==> config.mk <==
export PLATFORM = sky130hd
export DESIGN_NAME = lane_shl_unit
export DESIGN_NICKNAME = d
export VERILOG_FILES = /design/src/rtl/lane_shl_pkg.sv /design/src/rtl/lane_shl_cnt_sel.sv /design/src/rtl/lane_shl_lane.sv /design/src/rtl/lane_shl_array.sv /design/src/rtl/lane_shl_unit.sv
export SDC_FILE = /design/constraint.sdc
export NUM_CORES = 1
export LEC_CHECK = 0
export ABC_AREA = 1
export BUFFER_PORTS_ARGS = -buffer_cell sky130_fd_sc_hd__buf_2
export CAP_MARGIN = 5
export CORE_AREA = 5 5 160 162
export DETAILED_ROUTE_END_ITERATION = 10
export DIE_AREA = 0 0 165 167
export HOLD_SLACK_MARGIN = 0.15
export PLACE_DENSITY_LB_ADDON = 0.12
export SKIP_CTS_REPAIR_TIMING = 1
export SLEW_MARGIN = 20
export SYNTH_ARGS = -nofsm -noshare
export SYNTH_HDL_FRONTEND = slang
export SYNTH_SLANG_ARGS = --single-unit
==> constraint.sdc <==
create_clock -name clk -period 0.9 [get_ports clk]
set_input_delay 0.045 -clock clk [delete_from_list [all_inputs] [get_ports clk]]
set_output_delay 0.045 -clock clk [all_outputs]
set_load 0.1 [all_outputs]
==> src/rtl/lane_shl_pkg.sv <==
package lane_shl_pkg;

   typedef enum logic {
      LANES_NARROW = 1'b0,
      LANES_WIDE   = 1'b1
   } lane_mode_e;

   function automatic int unsigned cnt_width(input int unsigned max_lane_w);
      return $clog2(max_lane_w) + 1;
   endfunction

endpackage

==> src/rtl/lane_shl_cnt_sel.sv <==
module lane_shl_cnt_sel
   import lane_shl_pkg::*;
#(
   parameter int unsigned DATA_W   = 64,
   parameter int unsigned IMM_W    = 5,
   parameter int unsigned NARROW_W = 16,
   parameter int unsigned WIDE_W   = 32,
   parameter int unsigned CNT_W    = 6
) (
   input  lane_mode_e          mode,
   input  logic                use_imm,
   input  logic [DATA_W-1:0]   cnt_reg,
   input  logic                cnt_tag,
   input  logic [IMM_W-1:0]    imm,
   output logic [CNT_W-1:0]    cnt_clamped,
   output logic                cnt_tag_eff
);

   localparam logic [DATA_W-1:0] LIM_NARROW = DATA_W'(NARROW_W);
   localparam logic [DATA_W-1:0] LIM_WIDE   = DATA_W'(WIDE_W);

   if (IMM_W >= DATA_W) begin : g_bad_imm
      $error("lane_shl_cnt_sel: IMM_W must be narrower than DATA_W");
   end
   if ((1 << (CNT_W - 1)) < WIDE_W) begin : g_bad_cnt
      $error("lane_shl_cnt_sel: CNT_W cannot hold the wide lane width");
   end

   logic [DATA_W-1:0] raw_cnt;
   logic [DATA_W-1:0] lim_sel;
   logic              over_lim;

   always_comb begin
      if (use_imm) begin
         raw_cnt = {{(DATA_W-IMM_W){1'b0}}, imm};
      end else begin
         raw_cnt = cnt_reg;
      end
   end

   always_comb begin
      lim_sel = (mode == LANES_WIDE) ? LIM_WIDE : LIM_NARROW;
   end

   // Full-width unsigned compare: high count bits are never discarded.
   assign over_lim = (raw_cnt > lim_sel);

   always_comb begin
      if (over_lim) begin
         cnt_clamped = lim_sel[CNT_W-1:0];
      end else begin
         cnt_clamped = raw_cnt[CNT_W-1:0];
      end
   end

   assign cnt_tag_eff = cnt_tag & ~use_imm;

endmodule

==> src/rtl/lane_shl_lane.sv <==
module lane_shl_lane #(
   parameter int unsigned LANE_W     = 16,
   parameter int unsigned CNT_W      = 6,
   parameter bit          LOG_STAGES = 1'b1
) (
   input  logic [LANE_W-1:0] lane_in,
   input  logic [CNT_W-1:0]  cnt,
   output logic [LANE_W-1:0] lane_out
);

   localparam int unsigned SH_W = $clog2(LANE_W);

   if ((1 << SH_W) != LANE_W) begin : g_bad_lane
      $error("lane_shl_lane: LANE_W must be a power of two");
   end
   if (CNT_W <= SH_W) begin : g_bad_cntw
      $error("lane_shl_lane: CNT_W must exceed log2(LANE_W)");
   end

   if (LOG_STAGES) begin : g_log
      logic [LANE_W-1:0] stage [0:SH_W];
      logic              clear_all;

      assign stage[0]  = lane_in;
      assign clear_all = |cnt[CNT_W-1:SH_W];

      for (genvar s = 0; s < SH_W; s++) begin : g_stage
         assign stage[s+1] = cnt[s] ? (stage[s] << (1 << s)) : stage[s];
      end

      assign lane_out = clear_all ? '0 : stage[SH_W];
   end else begin : g_flat
      always_comb begin
         if (int'(cnt) >= int'(LANE_W)) begin
            lane_out = '0;
         end else begin
            lane_out = lane_in << cnt;
         end
      end
   end

endmodule

==> src/rtl/lane_shl_array.sv <==
module lane_shl_array #(
   parameter int unsigned DATA_W     = 64,
   parameter int unsigned LANE_W     = 16,
   parameter int unsigned CNT_W      = 6,
   parameter bit          LOG_STAGES = 1'b1
) (
   input  logic [DATA_W-1:0] data_in,
   input  logic [CNT_W-1:0]  cnt,
   output logic [DATA_W-1:0] data_out
);

   localparam int unsigned N_LANES = DATA_W / LANE_W;

   if (N_LANES * LANE_W != DATA_W) begin : g_bad_split
      $error("lane_shl_array: DATA_W must be a multiple of LANE_W");
   end

   for (genvar g = 0; g < N_LANES; g++) begin : g_lane
      lane_shl_lane #(
         .LANE_W     (LANE_W),
         .CNT_W      (CNT_W),
         .LOG_STAGES (LOG_STAGES)
      ) u_lane (
         .lane_in  (data_in [g*LANE_W +: LANE_W]),
         .cnt      (cnt),
         .lane_out (data_out[g*LANE_W +: LANE_W])
      );
   end

endmodule

==> src/rtl/lane_shl_unit.sv <==
module lane_shl_unit
   import lane_shl_pkg::*;
#(
   parameter int unsigned DATA_W     = 64,
   parameter int unsigned NARROW_W   = 16,
   parameter int unsigned WIDE_W     = 32,
   parameter int unsigned IMM_W      = 5,
   parameter int unsigned DEST_W     = 7,
   parameter bit          LOG_STAGES = 1'b1
) (
   input  logic              clk,
   input  logic              rst_n,
   input  logic              in_valid,
   input  logic              in_pred,
   input  logic              in_mode_wide,
   input  logic              in_use_imm,
   input  logic [DATA_W-1:0] in_data,
   input  logic              in_data_tag,
   input  logic [DATA_W-1:0] in_cnt_reg,
   input  logic              in_cnt_tag,
   input  logic [IMM_W-1:0]  in_imm,
   input  logic [DEST_W-1:0] in_dest,
   output logic              out_we,
   output logic [DATA_W-1:0] out_result,
   output logic              out_tag,
   output logic [DEST_W-1:0] out_dest
);

   localparam int unsigned CNT_W = cnt_width(WIDE_W);

   if (NARROW_W >= WIDE_W) begin : g_bad_order
      $error("lane_shl_unit: NARROW_W must be smaller than WIDE_W");
   end
   if (WIDE_W > DATA_W) begin : g_bad_wide
      $error("lane_shl_unit: WIDE_W must not exceed DATA_W");
   end

   lane_mode_e        mode;
   logic [CNT_W-1:0]  cnt_clamped;
   logic              cnt_tag_eff;
   logic [DATA_W-1:0] res_narrow;
   logic [DATA_W-1:0] res_wide;
   logic [DATA_W-1:0] res_sel;
   logic              write_en;

   assign mode = lane_mode_e'(in_mode_wide);

   lane_shl_cnt_sel #(
      .DATA_W   (DATA_W),
      .IMM_W    (IMM_W),
      .NARROW_W (NARROW_W),
      .WIDE_W   (WIDE_W),
      .CNT_W    (CNT_W)
   ) u_cnt (
      .mode        (mode),
      .use_imm     (in_use_imm),
      .cnt_reg     (in_cnt_reg),
      .cnt_tag     (in_cnt_tag),
      .imm         (in_imm),
      .cnt_clamped (cnt_clamped),
      .cnt_tag_eff (cnt_tag_eff)
   );

   lane_shl_array #(
      .DATA_W     (DATA_W),
      .LANE_W     (NARROW_W),
      .CNT_W      (CNT_W),
      .LOG_STAGES (LOG_STAGES)
   ) u_narrow (
      .data_in  (in_data),
      .cnt      (cnt_clamped),
      .data_out (res_narrow)
   );

   lane_shl_array #(
      .DATA_W     (DATA_W),
      .LANE_W     (WIDE_W),
      .CNT_W      (CNT_W),
      .LOG_STAGES (LOG_STAGES)
   ) u_wide (
      .data_in  (in_data),
      .cnt      (cnt_clamped),
      .data_out (res_wide)
   );

   assign res_sel  = (mode == LANES_WIDE) ? res_wide : res_narrow;
   assign write_en = in_valid & in_pred;

   always_ff @(posedge clk or negedge rst_n) begin
      if (!rst_n) begin
         out_we <= 1'b0;
      end else begin
         out_we <= write_en;
      end
   end

   always_ff @(posedge clk or negedge rst_n) begin
      if (!rst_n) begin
         out_result <= '0;
         out_tag    <= 1'b0;
         out_dest   <= '0;
      end else if (write_en) begin
         out_result <= res_sel;
         out_tag    <= in_data_tag | cnt_tag_eff;
         out_dest   <= in_dest;
      end
   end

endmodule

-- After elaboration in Yosys (flattened, before gate mapping)
Index checks and enable logic that the tools add are counted.
- bits in registers: 73
- bits in latches: 0
- bits in writable memories: 0
- bits in read-only memories: 0
- input port bits: 148
- output and inout port bits: 73
- word-level logic and storage cells: 46
- memories kept: 0
- add/sub/neg operators: 0
- multiply operators: 0
- div/mod/pow operators: 0
- $lt $le $gt $ge: 1
- eq/ne operators: 0
- shift-type cells: 0
- muxes and demuxes: 36
- bitwise logic cells: 4
- reduce and logical (&&, ||, !) cells: 1
- operators with widths (kind ; count):
    $mux 32 ; 12
    $mux 16 ; 20
    $mux 64 ; 2
    $gt 64x64->1 ; 1
    $mux 6 ; 2
    $and 1x1->1 ; 2
    $reduce_or 2->1 ; 1
    $not 1->1 ; 1
    $or 1x1->1 ; 1

-- Depth between registers and ports, before layout
- word-level depth: 10
- mapped depth: 20
- gate-level depth less buffers: 19

-- Modules after synthesis
From an unflattened synthesis, not the netlist that was laid out.
- cell total of the unflattened synthesis: 1919
- area total of the unflattened synthesis: 10074.7 µm²
- modules (own cells, without submodules) (module ; times used ; cells an instance ; area an instance (µm²) ; seq. area each (µm²)):
    lane_shl_unit ; 1 ; 512 ; 3612.2 ; 1826.8
    lane_shl_lane (u_wide.g_lane[0].u_lane ...) ; 2 ; 349 ; 1584.0 ; 0.0
    lane_shl_lane (u_narrow.g_lane[0].u_lane ...) ; 4 ; 153 ; 719.4 ; 0.0
    lane_shl_cnt_sel ; 1 ; 97 ; 416.6 ; 0.0

-- Least setup slack after synthesis
Ideal clock, no wire load.
- path type: in2reg
- from: input in_use_imm
- to: register out_result[60]
- library setup time: 0.078 ns
- arrival: 2.143 ns
- required time: 0.822 ns
- slack: -1.320 ns
- stages on the path: 16
- buffers on the path: 3
- cells stage by stage: buf_4 > mux2i_1 > ha_1 > nand3_1 > o21ai_2 > nand3_2 > buf_2 > clkbuf_1 > nand2_1 > nand3_1 > nand3_1 > nand2_1 > nand2_1 > nand3_1 > nand3_1 > a21oi_1
- cells in the longest elaborated chain, start to end: 10
- elaborated cells between the ends (all ways): 16
- classes of those cells: order compare: 1; mux: 14; reduce/logical: 1
- RTL lines (what ; line ; RTL):
    from (decl) ; lane_shl_unit.sv:16 ; input logic in_use_imm,
    $mux 64 (*) ; lane_shl_cnt_sel.sv:34 ; if (use_imm) begin
    $gt 64x64->1 ; lane_shl_cnt_sel.sv:46 ; assign over_lim = (raw_cnt > lim_sel);
    $mux 6 (*) ; lane_shl_cnt_sel.sv:49 ; if (over_lim) begin
    $mux 32 (5 in a row) ; lane_shl_lane.sv:28 ; assign stage[s+1] = cnt[s] ? (stage[s] << (1 << s)) : stage[s];
    $mux 32 ; lane_shl_lane.sv:31 ; assign lane_out = clear_all ? '0 : stage[SH_W];
    $mux 64 (*) ; lane_shl_unit.sv:86 ; assign res_sel = (mode == LANES_WIDE) ? res_wide : res_narrow;
    to (signal assigned) ; lane_shl_unit.sv:103 ; out_result <= res_sel;
    to (decl) ; lane_shl_unit.sv:24 ; output logic [DATA_W-1:0] out_result,
Mark *: on every way between the ends. The rest lies on a longest branch, timed or not.
A chain may end at the register's enable or synchronous reset.

-- Worst setup path after layout
- from: input in_use_imm
- to: register out_result[31]
Same word-level chain as after synthesis.

==> out/results.txt <==
Yosys reg bits -> 73
Core area -> 0.0240 sq mm
Grt ovf -> 0
Clock Path Buffers -> 2
Fin cells -> 1,916
GPL Wtd Cong -> 0.977
YS warnings -> 0
WP data arrival -> 2430 ps
Later-pin clock latency in the skew report -> 340 ps
Worst Path Class, Setup -> in -> reg
Fin crit period -> 2140 ps
Unrepaired setup endpoints after global routing -> yes
Largest family of logic cells by synthesized area -> simple AND/OR/NAND/NOR gates
Number of instances in the placed design -> 1,852
Vias per inst -> 5.30
Final setup margin -> -1240 ps
Slew headroom -> 0.457
CTS clk-pin slew, worst paths -> 70 ps
WL/cell -> 19.1 um
WHS Endpoint -> out_result[52]
Area fraction of the dominant cell type after synthesis -> 0.259
Syn avg cell area -> 5.72 sq um
Antenna violations before repair -> 0
Cell area after synthesis -> 0.00705 sq mm
Area Growth Syn to Fin -> 82.5%
Iter 0 DRT Violations -> 956
HP Class -> in -> reg
Worst EP required -> 1180 ps
Crit. Startpoint -> in_use_imm
Worst R2R Start -> out_result[39]
FF-to-FF End -> out_result[39]
Final Hold Slack -> 186 ps
Pwr Density -> 1450 mW/mm^2
Final Cell Area -> 0.0129 sq mm
Final ANT Viol Nets -> 0
Final WL -> 36.6 mm
Tcrit/Tclk final -> 2.38
Pins Over Slew Limit -> 0
Dominant cells by area after synthesis -> dfrtp_1 (26%), nand2_1 (23%), nand3_1 (21%)
Diodes inserted -> 0
Min-delay src -> in_mode_wide
Final core occ -> 0.537
Startpoint Class -> input port
Total track usage -> 0.238
Hold depth -> 4
Initial DRT Pass Iterations -> 5
Die W -> 165 um
Post-Synth Simple-Gate Area -> 0.555
IO Pins -> 221
Fin. Hold Viols -> 0
Cell accounting for the most synthesized area -> dfrtp_1
CP endpoint kind -> register
Pin count of the biggest net entering global routing -> 74
Starting density of the core -> 0.294
Failing checks -> negative setup slack
Worst-path maximum fanout -> 22
Status -> complete, but fails checks
Worst-margin pin slew -> 811 ps
Net Count, Synth -> 1,382
Row cnt -> 57
DP Area -> 0.0109 sq mm
Synth Area in Compound Gates -> 0.0866
Max IR drop VDD -> 0.00101 V
CTS tree -> done
Post-synth cell types -> 37
Layout cells sized above 1 -> 0.437
Adder-cell area share of the yosys netlist -> 0.00355
Layout Nets -> 1,737
Chip Height -> 167 um
IO Port Bufs -> 220
Via count -> 10,200
Clk_skew -> 0 ps
Multiplexer share of the synthesized area -> 0.00142
Max cap viols -> 0
Register area share after synthesis -> 0.259
DRC -> 0
Setup violators final -> 137
R2r setup slk -> 30 ps
CTS sink cnt -> 73
XOR/XNOR Fraction of Synth Area -> 0
Die ar. -> 0.0276 sq mm
CTS buffer count -> 9
Syn Inst Count -> 1,232
Htree depth -> 3
Vias in the first global route -> 9,609
R2R depth -> 2
Lkg Pwr -> 6.35 nW
First-pass GRT wire length -> 51.8 mm
CTS root buffer -> clkbuf_16
Detailed placer's ending HPWL -> 26.8 mm
Fmax -> 466 MHz
Pwr Total -> 18.7 mW
==> cell usage in the layout, fill, tap and decap left out, drive strengths merged, types with 2 or more instances in the layout <==
master	instances
bufinv	2
nor2	81
o22ai	2
nor3	2
dfrtp	73
clkbuf	22
a21oi	41
a22o	3
o211ai	5
ha	2
buf	405
nand3	303
nand4	63
inv	79
o21ai	45
clkinv	6
dlygate4sd3	10
a21o	4
nand2	430
or2	4
a32o	3
==> worst max path at each step <==
stage / endpoint / slack (ps) / cells past startpoint
6_report: out_result[31] / -1240 / 18
5_1_grt: out_result[23] / -1330 / 17
4_1_cts: out_result[56] / -1230 / 16
3_5_place_dp: out_result[55] / -1580 / 17
3_3_place_gp: out_result[51] / -1550 / 16
2_1_floorplan: out_result[31] / -1200 / 14
==> registers in the layout (all words and copies together), names as in the netlist <==
register    flops
out_dest        7
out_result     64
out_we          1
out_tag         1
==> stage by stage <==
stage | setup WS, ps | setup TNS (ps)
floorplan | -1200 | -72770
global placement | -1550 | -93710
detailed placement | -1580 | -94790
CTS | -1230 | -78670
global route | -1330 | -88290
finish | -1240 | -80380
==> area by class of cell <==
| type | count | area [sq um] |
|---|---|---|
| Fill cell | 2388 | 11100 |
| Clock inverter | 7 | 100 |
| Sequential cell | 73 | 1920 |
| Inverter | 80 | 322 |
| Tap cell | 324 | 405 |
| Multi-Input combinational cell | 995 | 5470 |
| Clock buffer | 9 | 225 |
| Timing Repair Buffer | 428 | 4430 |
==> worst max-delay path: stages <==
cell and delay [ps]:
buf_8 100, mux2i_2 150, ha_1 290, nand3_2 100, o21ai_4 220, buf_6 180
nand2_8 70, nor2_4 250, inv_4 100, buf_12 180, buf_4 150, nand2_1 110
nand2_1 80, nand2_2 100, nand3_2 90, nand2_2 90, nand2_1 60, nand2_1 60
==> report_power, final <==
part	internal (mW)	total (mW)	leakage (nW)	switching, mW
sequential	3.69	4.10	0.851	0.412
clock	2.46	4.02	0.161	1.56
combinational	3.99	10.6	5.34	6.60
==> cell families after synthesis <==
kind of cell	count (synthesis)
adders and majority gates	2
and+or+nand+nor	885
AOI/OAI and AO/OA	107
muxes	1
DFF	73
buffers and inverters	164
==> routing by layer <==
layer | vias to the layer above | part of all wire | GRT usage
li1 | 4853 | - | -
met1 | 4725 | 0.38 | 0.280
met2 | 471 | 0.50 | 0.430
met3 | 110 | 0.065 | 0.0346
met4 | 0 | 0.049 | 0.0944
met5 | - | 0 | 0
==> synth_stat cells (all sizes together) <==
master / number
a32o: 3
o31ai: 1
clkbuf: 32
nand2: 430
a22o: 3
a31oi: 1
a21oi: 41
o22ai: 2
clkinv: 5
nor3: 2
ha: 2
inv: 75
dfrtp: 73
buf: 52
o211ai: 5
nor2: 81
nand3: 303
and2: 1
a21o: 4
mux2i: 1
o21ai: 45
nand4: 63
a22oi: 1
or2: 4
o21bai: 1
nor3b: 1
Power figures use the tool's default switching activity.
